<file path="src/rtl/gray_pkg.sv">
package gray_pkg;
  parameter int DATA_W = 8;
  localparam int SUM_W = DATA_W + 2;
  // reciprocal of three as 683 / 2^11: exact for sums below 2046
  localparam int DIV_SH = 11;
  localparam logic [DIV_SH-1:0] DIV_MUL = 11'd683;

  function automatic logic [SUM_W-1:0] div3(input logic [SUM_W-1:0] s);
    logic [SUM_W+DIV_SH-1:0] p;
    p = {{DIV_SH{1'b0}}, s} * {{SUM_W{1'b0}}, DIV_MUL};
    return p[SUM_W+DIV_SH-1:DIV_SH];
  endfunction
endpackage

</file>
<file path="src/rtl/triplet_gather.sv">
module triplet_gather
  import gray_pkg::*;
(
  input  logic             clk,
  input  logic             rst_n,
  input  logic             take,
  input  logic [DATA_W-1:0] byte_in,
  input  logic             last_in,
  output logic             pix_done,
  output logic             pix_drop,
  output logic [SUM_W-1:0] pix_sum,
  output logic             pix_last
);
  logic [1:0]       phase;
  logic [SUM_W-1:0] acc;

  assign pix_sum  = acc + {2'b00, byte_in};
  assign pix_done = take && (phase == 2'd2);
  assign pix_drop = take && last_in && (phase != 2'd2);
  assign pix_last = last_in;

  always_ff @(posedge clk or negedge rst_n) begin
    if (!rst_n) begin
      phase <= 2'd0;
      acc   <= '0;
    end else if (take) begin
      if (pix_done || last_in) begin
        phase <= 2'd0;
        acc   <= '0;
      end else begin
        phase <= phase + 2'd1;
        acc   <= pix_sum;
      end
    end
  end

  assert_phase_step_R1: assert property (@(posedge clk) disable iff (!rst_n)
    (take && !last_in && phase != 2'd2) |=> (phase == $past(phase) + 2'd1));
  assert_drop_restart_R5: assert property (@(posedge clk) disable iff (!rst_n)
    pix_drop |=> (phase == 2'd0 && acc == '0));
endmodule

</file>
<file path="src/rtl/gray_out_stage.sv">
module gray_out_stage
  import gray_pkg::*;
(
  input  logic              clk,
  input  logic              rst_n,
  input  logic              load,
  input  logic [DATA_W-1:0] load_data,
  input  logic              load_last,
  input  logic              out_ready,
  output logic              out_valid,
  output logic [DATA_W-1:0] out_data,
  output logic              out_last
);
  always_ff @(posedge clk or negedge rst_n) begin
    if (!rst_n) begin
      out_valid <= 1'b0;
      out_data  <= '0;
      out_last  <= 1'b0;
    end else if (load) begin
      out_valid <= 1'b1;
      out_data  <= load_data;
      out_last  <= load_last;
    end else if (out_ready) begin
      out_valid <= 1'b0;
    end
  end

  assert_hold_R6: assert property (@(posedge clk) disable iff (!rst_n)
    (out_valid && !out_ready) |=> (out_valid && $stable(out_data) && $stable(out_last)));
  assert_no_overwrite_R7: assert property (@(posedge clk) disable iff (!rst_n)
    load |-> !out_valid);
  assert_load_shows_R1: assert property (@(posedge clk) disable iff (!rst_n)
    load |=> out_valid);
endmodule

</file>
<file path="src/rtl/rgb_gray_stream.sv">
module rgb_gray_stream
  import gray_pkg::*;
(
  input  logic              clk,
  input  logic              rst_n,
  input  logic [DATA_W-1:0] in_data,
  input  logic              in_valid,
  input  logic              in_last,
  output logic              in_ready,
  output logic [DATA_W-1:0] out_data,
  output logic              out_valid,
  output logic              out_last,
  input  logic              out_ready
);
  localparam int CHK_W = SUM_W + 2;

  logic             take;
  logic             pix_done;
  logic             pix_drop;
  logic             pix_last;
  logic [SUM_W-1:0] pix_sum;
  logic [SUM_W-1:0] gray_full;
  logic [CHK_W-1:0] q_times3;
  logic [CHK_W-1:0] sum_ext;

  assign in_ready  = !out_valid;
  assign take      = in_valid && in_ready;
  assign gray_full = div3(pix_sum);
  assign q_times3  = {2'b00, gray_full} * CHK_W'(3);
  assign sum_ext   = {2'b00, pix_sum};

  triplet_gather gather_i (
    .clk      (clk),
    .rst_n    (rst_n),
    .take     (take),
    .byte_in  (in_data),
    .last_in  (in_last),
    .pix_done (pix_done),
    .pix_drop (pix_drop),
    .pix_sum  (pix_sum),
    .pix_last (pix_last)
  );

  gray_out_stage out_i (
    .clk       (clk),
    .rst_n     (rst_n),
    .load      (pix_done),
    .load_data (gray_full[DATA_W-1:0]),
    .load_last (pix_last),
    .out_ready (out_ready),
    .out_valid (out_valid),
    .out_data  (out_data),
    .out_last  (out_last)
  );

  assert_div_exact_R2: assert property (@(posedge clk) disable iff (!rst_n)
    pix_done |-> (q_times3 <= sum_ext && sum_ext < q_times3 + CHK_W'(3)));
  assert_fits_byte_R2: assert property (@(posedge clk) disable iff (!rst_n)
    pix_done |-> (gray_full[SUM_W-1:DATA_W] == '0));
  assert_drop_silent_R5: assert property (@(posedge clk) disable iff (!rst_n)
    pix_drop |=> !out_valid);
  assert_last_carry_R4: assert property (@(posedge clk) disable iff (!rst_n)
    pix_done |=> (out_last == $past(in_last)));
endmodule

</file>
<file path="config.mk">
export PLATFORM = sky130hd
export DESIGN_NAME = rgb_gray_stream
export DESIGN_NICKNAME = d
export VERILOG_FILES = /design/src/rtl/gray_pkg.sv /design/src/rtl/triplet_gather.sv /design/src/rtl/gray_out_stage.sv /design/src/rtl/rgb_gray_stream.sv
export SDC_FILE = /design/constraint.sdc
export NUM_CORES = 1
export LEC_CHECK = 0
export CAP_MARGIN = 20
export CORE_ASPECT_RATIO = 1.75
export CORE_UTILIZATION = 34
export DETAILED_ROUTE_END_ITERATION = 16
export DONT_BUFFER_PORTS = 1
export GPL_TIMING_DRIVEN = 0
export PLACE_DENSITY = 0.51
export SYNTH_ARGS = -nofsm -noshare
export SYNTH_HDL_FRONTEND = slang
export SYNTH_SLANG_ARGS = --single-unit
</file>
<file path="constraint.sdc">
create_clock -name clk -period 6.3 [get_ports clk]
set_input_delay 0.315 -clock clk [delete_from_list [all_inputs] [get_ports clk]]
set_output_delay 0.315 -clock clk [all_outputs]
set_load 0.005 [all_outputs]
</file>
# After elaboration in Yosys (flattened, before gate mapping)
# Index checks and enable logic that the tools add are counted.
# word_totals
reg_bits	22
# classes
add_sub_neg	2
mul	1
eq_ne	1
mux	4
n_reduce_logical	5
# ops
operator	count
$mul 10x10->19 const B	1
$add 10x8->10	1
$mux 10	1
$add 2x1->2 const B	1
$eq 2x2->1 const B	1
$logic_and 1x1->1	2
$mux 1	2
$mux 2	1
$reduce_bool 2->1	1
$logic_not 1->1	1
$logic_or 1x1->1	1

# Longest topological paths before layout
# depth
word_depth	5
depth_mapped	27
depth_no_buf	27

# Modules after synthesis
# Synthesis repeated with hierarchy kept, for this count alone.
# hier_totals
hier_cells	300
hier_area_um2	3031.7
# by_module_without_submodules
module	instances	cells_per_inst	area_each_um2
rgb_gray_stream	1	193	1741.7
triplet_gather	1	85	880.8
gray_out_stage	1	22	409.1

# Worst setup path after synthesis
# No wires, ideal clock.
# synth_path
path_type	register to register
start	reg gather_i.acc[0]
end	reg out_i.out_data[6]
setup_ps	129
t_arrival_ps	5346
path_slack_ps	824
stages_incl_launch_ff	26
path_buffers	0
period_less_slack_ps	5476
cell_sequence	dfrtp_1 > ha_1 > fa_1 > a21o_1 > a21oi_2 > nor2_1 > o21a_1 > nor2_1 > xnor2_2 > nand2_1 > inv_1 > ha_1 > inv_1 > fa_1 > inv_1 > fa_1 > inv_1 > fa_1 > inv_1 > ha_1 > nor2b_1 > or4_4 > a31oi_4 > o21ai_1 > xnor2_1 > o21ai_1
# synth_via
elab_chain_len	2
# synth_lines
element	line_no	text
start: declaration	triplet_gather.sv:15	logic [SUM_W-1:0] acc;
start signal: assignment	triplet_gather.sv:32	acc <= pix_sum;
$add 10x8->10	triplet_gather.sv:17	assign pix_sum = acc + {2'b00, byte_in};
$mul 10x10->19	gray_pkg.sv:10	p = {{DIV_SH{1'b0}}, s} * {{SUM_W{1'b0}}, DIV_MUL};
end signal: assignment	gray_out_stage.sv:21	out_data <= load_data;
end: declaration	gray_out_stage.sv:11	output logic [DATA_W-1:0] out_data,
# Every way passes these cells.
# A chain may end at the register's enable or synchronous reset.

# Worst setup path in the final report
# layout_path
start	reg gather_i.acc[0]
end	reg out_i.out_data[5]
# Same word-level chain as after synthesis.

==> key figures <==
Timing
  – Period utilization: 94.88%
  – RSZ-0062 raised after global routing: no
  – Worst-Margin Slew: between 0.7 and 0.8 ns
  – Minimum clock period: about 6 ns
  – Fin. max-slew vios: 0
  – Final hold viol count: 0
  – Relative slew slack: between 40 and 50%
  – Max Clk Rate: 0.1673 GHz
  – Fin Setup TNS: 0 ns
  – Final setup viols: 0
  – Worst-case clock skew: 0.004553 ns

Routing
  – Top routing layer in use: met4
  – Met2 WL post-DR: 3979 µm
  – Met3 WL: between 60 and 70 µm
  – Wire per inst: between 10 and 15 µm
  – # DRC: 0
  – Vias per cell: 4.869
  – Via Count: 2079
  – 1st-iter DRT viols: 46
  – M1 WL: 2289 µm
  – Routed Antenna Nets: 0
  – TritonRoute pass-1 iters: 4
  – Drt total wl: approximately 6400 µm

Setup path
  – CP top delay family: adder cells
  – Startpoint Class: flop
  – CP endpoint kind: flop
  – Buffers & Inverters on Critical Path: 5
  – CP required: about 6.4 ns
  – Crit Path Class: flop to flop
  – CP max stage cell: fa_1
  – Critical path data arrival time: roughly 6 ns
  – CP peak stage delay: around 0.54 ns
  – Crit path top cell by count: inv_1
  – CP max FO: 6

Floorplan
  – Row cnt: 44
  – Die Span Y: approximately 130 µm
  – I/O pin cnt: 24
  – Core Region: approximately 8400 µm²
  – Die Width: just over 70 µm
  – Initial Util: 35.27%
  – DIE AREA: around 9000 µm²

Synthesis
  – Cells after Synth: between 300 and 400
  – Post-synthesis sequential area ratio: between 10% and 20%
  – Syn Nets: about 400
  – Synth Cell Area: slightly below 3000 µm²
  – Synth Warn #: 0
  – Post-synthesis cell type count: 44
  – FF+latch count, synth: 22
  – Post-synthesis average cell area: 9.646 µm²

Finish
  – Layout area overhead: 11.06%
  – Most frequent cells in the layout: ha_1, inv_1, nand2_1, dfrtp_1, fa_1
  – Layout cells sized above 1: roughly 8.0%
  – Most common cell after layout, fill and taps aside: ha_1
  – Nets: 411
  – N_diodes: 0
  – # fillers: 863

Place
  – RePlAce Congestion: 0.8175
  – Post-DP HPWL: around 5600 µm
  – Buffers added on ports: 0

Clock tree
  – TritonCTS Sinks: 22
  – CTS Root Cell: clkbuf_16
  – Clock buffer depth: 2
  – H-tree depth: 1
  – Clock transition at path regs: 0.06 ns
  – CTS tree: built
  – Clock Latency Late Sink: about 0.26 ns
  – Num CTS Buffers: 3
  – Post-CTS setup buffers: 0

Hold path
  – Hold Crit Class: primary input to flop

Global routing
  – GRT Total Usage: 15.60%
  – Largest net degree at the start of global routing: 23
  – Overflow left after global routing: 0
  – Initial antenna violation count: 0
  – Vias in the first global route: between 2k and 2.5k
  – First-pass GRT wire length: roughly 11000 µm

Status
  – Status: completed

Flow run
  – Max Cap Viol: 0
## routing by layer
layer,GRT usage (%),vias to the layer above
met5,0,-
met4,3.114,0
met3,1.531,4
met2,33.04,13
met1,15.21,1004
li1,-,1058
## Yosys cell counts, drive strengths merged
cell type  count  area share [%]
a211oi         3            0.76
a21boi         1            0.25
a21o           7             1.8
a21oi         15             2.7
a22o           5             1.5
a31oi          3             1.7
and2           1            0.21
and3           1            0.21
and4           1            0.30
buf            1            0.25
clkbuf         3            0.38
dfrtp         22              19
fa            20              14
ha            65              28
inv           44             5.6
mux2           1            0.38
nand2         27             3.4
nand2b         3            0.89
nand3          7             1.4
nor2          12             1.8
nor2b          1            0.21
nor3           3            0.51
o2111ai        1            0.30
o211ai         2            0.68
o21a           2            0.51
o21ai         23             4.0
o21bai         1            0.25
o31ai          1            0.25
o41ai          1            0.55
or3            2            0.42
or4            1            0.38
xnor2         17             5.6
xor2           9             3.2
## flip-flops by register name, summed over array words and instances, names as in the netlist
| name | flops |
|---|---|
| out_i.out_last | 1 |
| out_i.out_data | 8 |
| out_i.out_valid | 1 |
| gather_i.acc | 10 |
| gather_i.phase | 2 |
## path summary, 6_finish.rpt
check                                start           endpoint  slack (ns)  depth (start not counted)
min in group asynchronous            rst_n  out_i.out_data[3]        0.39                          1
min                              out_ready    out_i.out_valid        0.15                          1
max in group asynchronous            rst_n    gather_i.acc[1]        5.51                          2
max                        gather_i.acc[0]  out_i.out_data[5]        0.32                         26
min reg2reg                gather_i.acc[7]    gather_i.acc[7]        0.49                          2
max reg2reg                gather_i.acc[0]  out_i.out_data[5]        0.32                         26
## cell type report
type / count / area [µm²] / share of cell area [%]
plain buffers: 4 / 18.77 / 0.5725
clock inverters: 1 / 30.03 / 0.9160
clock buffers: 3 / 75.07 / 2.290
multi-input cells: 236 / 2257 / 68.85
flip-flops and latches: 22 / 550.5 / 16.79
inverters: 44 / 165.2 / 5.038
repair buffers: 2 / 37.54 / 1.145
well taps: 115 / 143.9 / 4.389
## cells by family (layout without fill, tap and decap cells)
kind of cell	count (synthesis)	after routing	share of synthesized area (%)
AO/OA/AOI/OAI	65	65	15.18
flip-flops	22	22	18.65
XOR/XNOR	26	26	8.733
buffers and inverters	48	54	6.231
multiplexers	1	1	0.3815
AND/OR/NAND/NOR	59	59	9.708
adder cells (fa/ha/maj)	85	85	41.12
## per-stage QoR
stage / std cells / cell area, µm² / setup slack [ns] / hold slack, ns / util, %
2_1_floorplan: 306 / 2952 / 0.8242 / 0.01941 / -
3_3_place_gp: 421 / 3095 / 0.2820 / 0.01982 / 36.99
3_5_place_dp: 421 / 3095 / 0.2474 / 0.01990 / 36.99
4_1_cts: 426 / 3211 / 0.2294 / 0.1451 / 38.37
5_1_grt: 427 / 3278 / 0.01040 / 0.1678 / 39.17
6_report: 427 / 3278 / 0.3226 / 0.1491 / 39.17
## timing repair
item,in CTS,in global routing
resized for setup,0,6
hold endpoints to repair,22,0
endpoints found under the setup margin,0,4
hold buffers,1,0
Power is not shown: default switching activity piles up to over one toggle a cycle in this logic, so the estimate is an artifact.
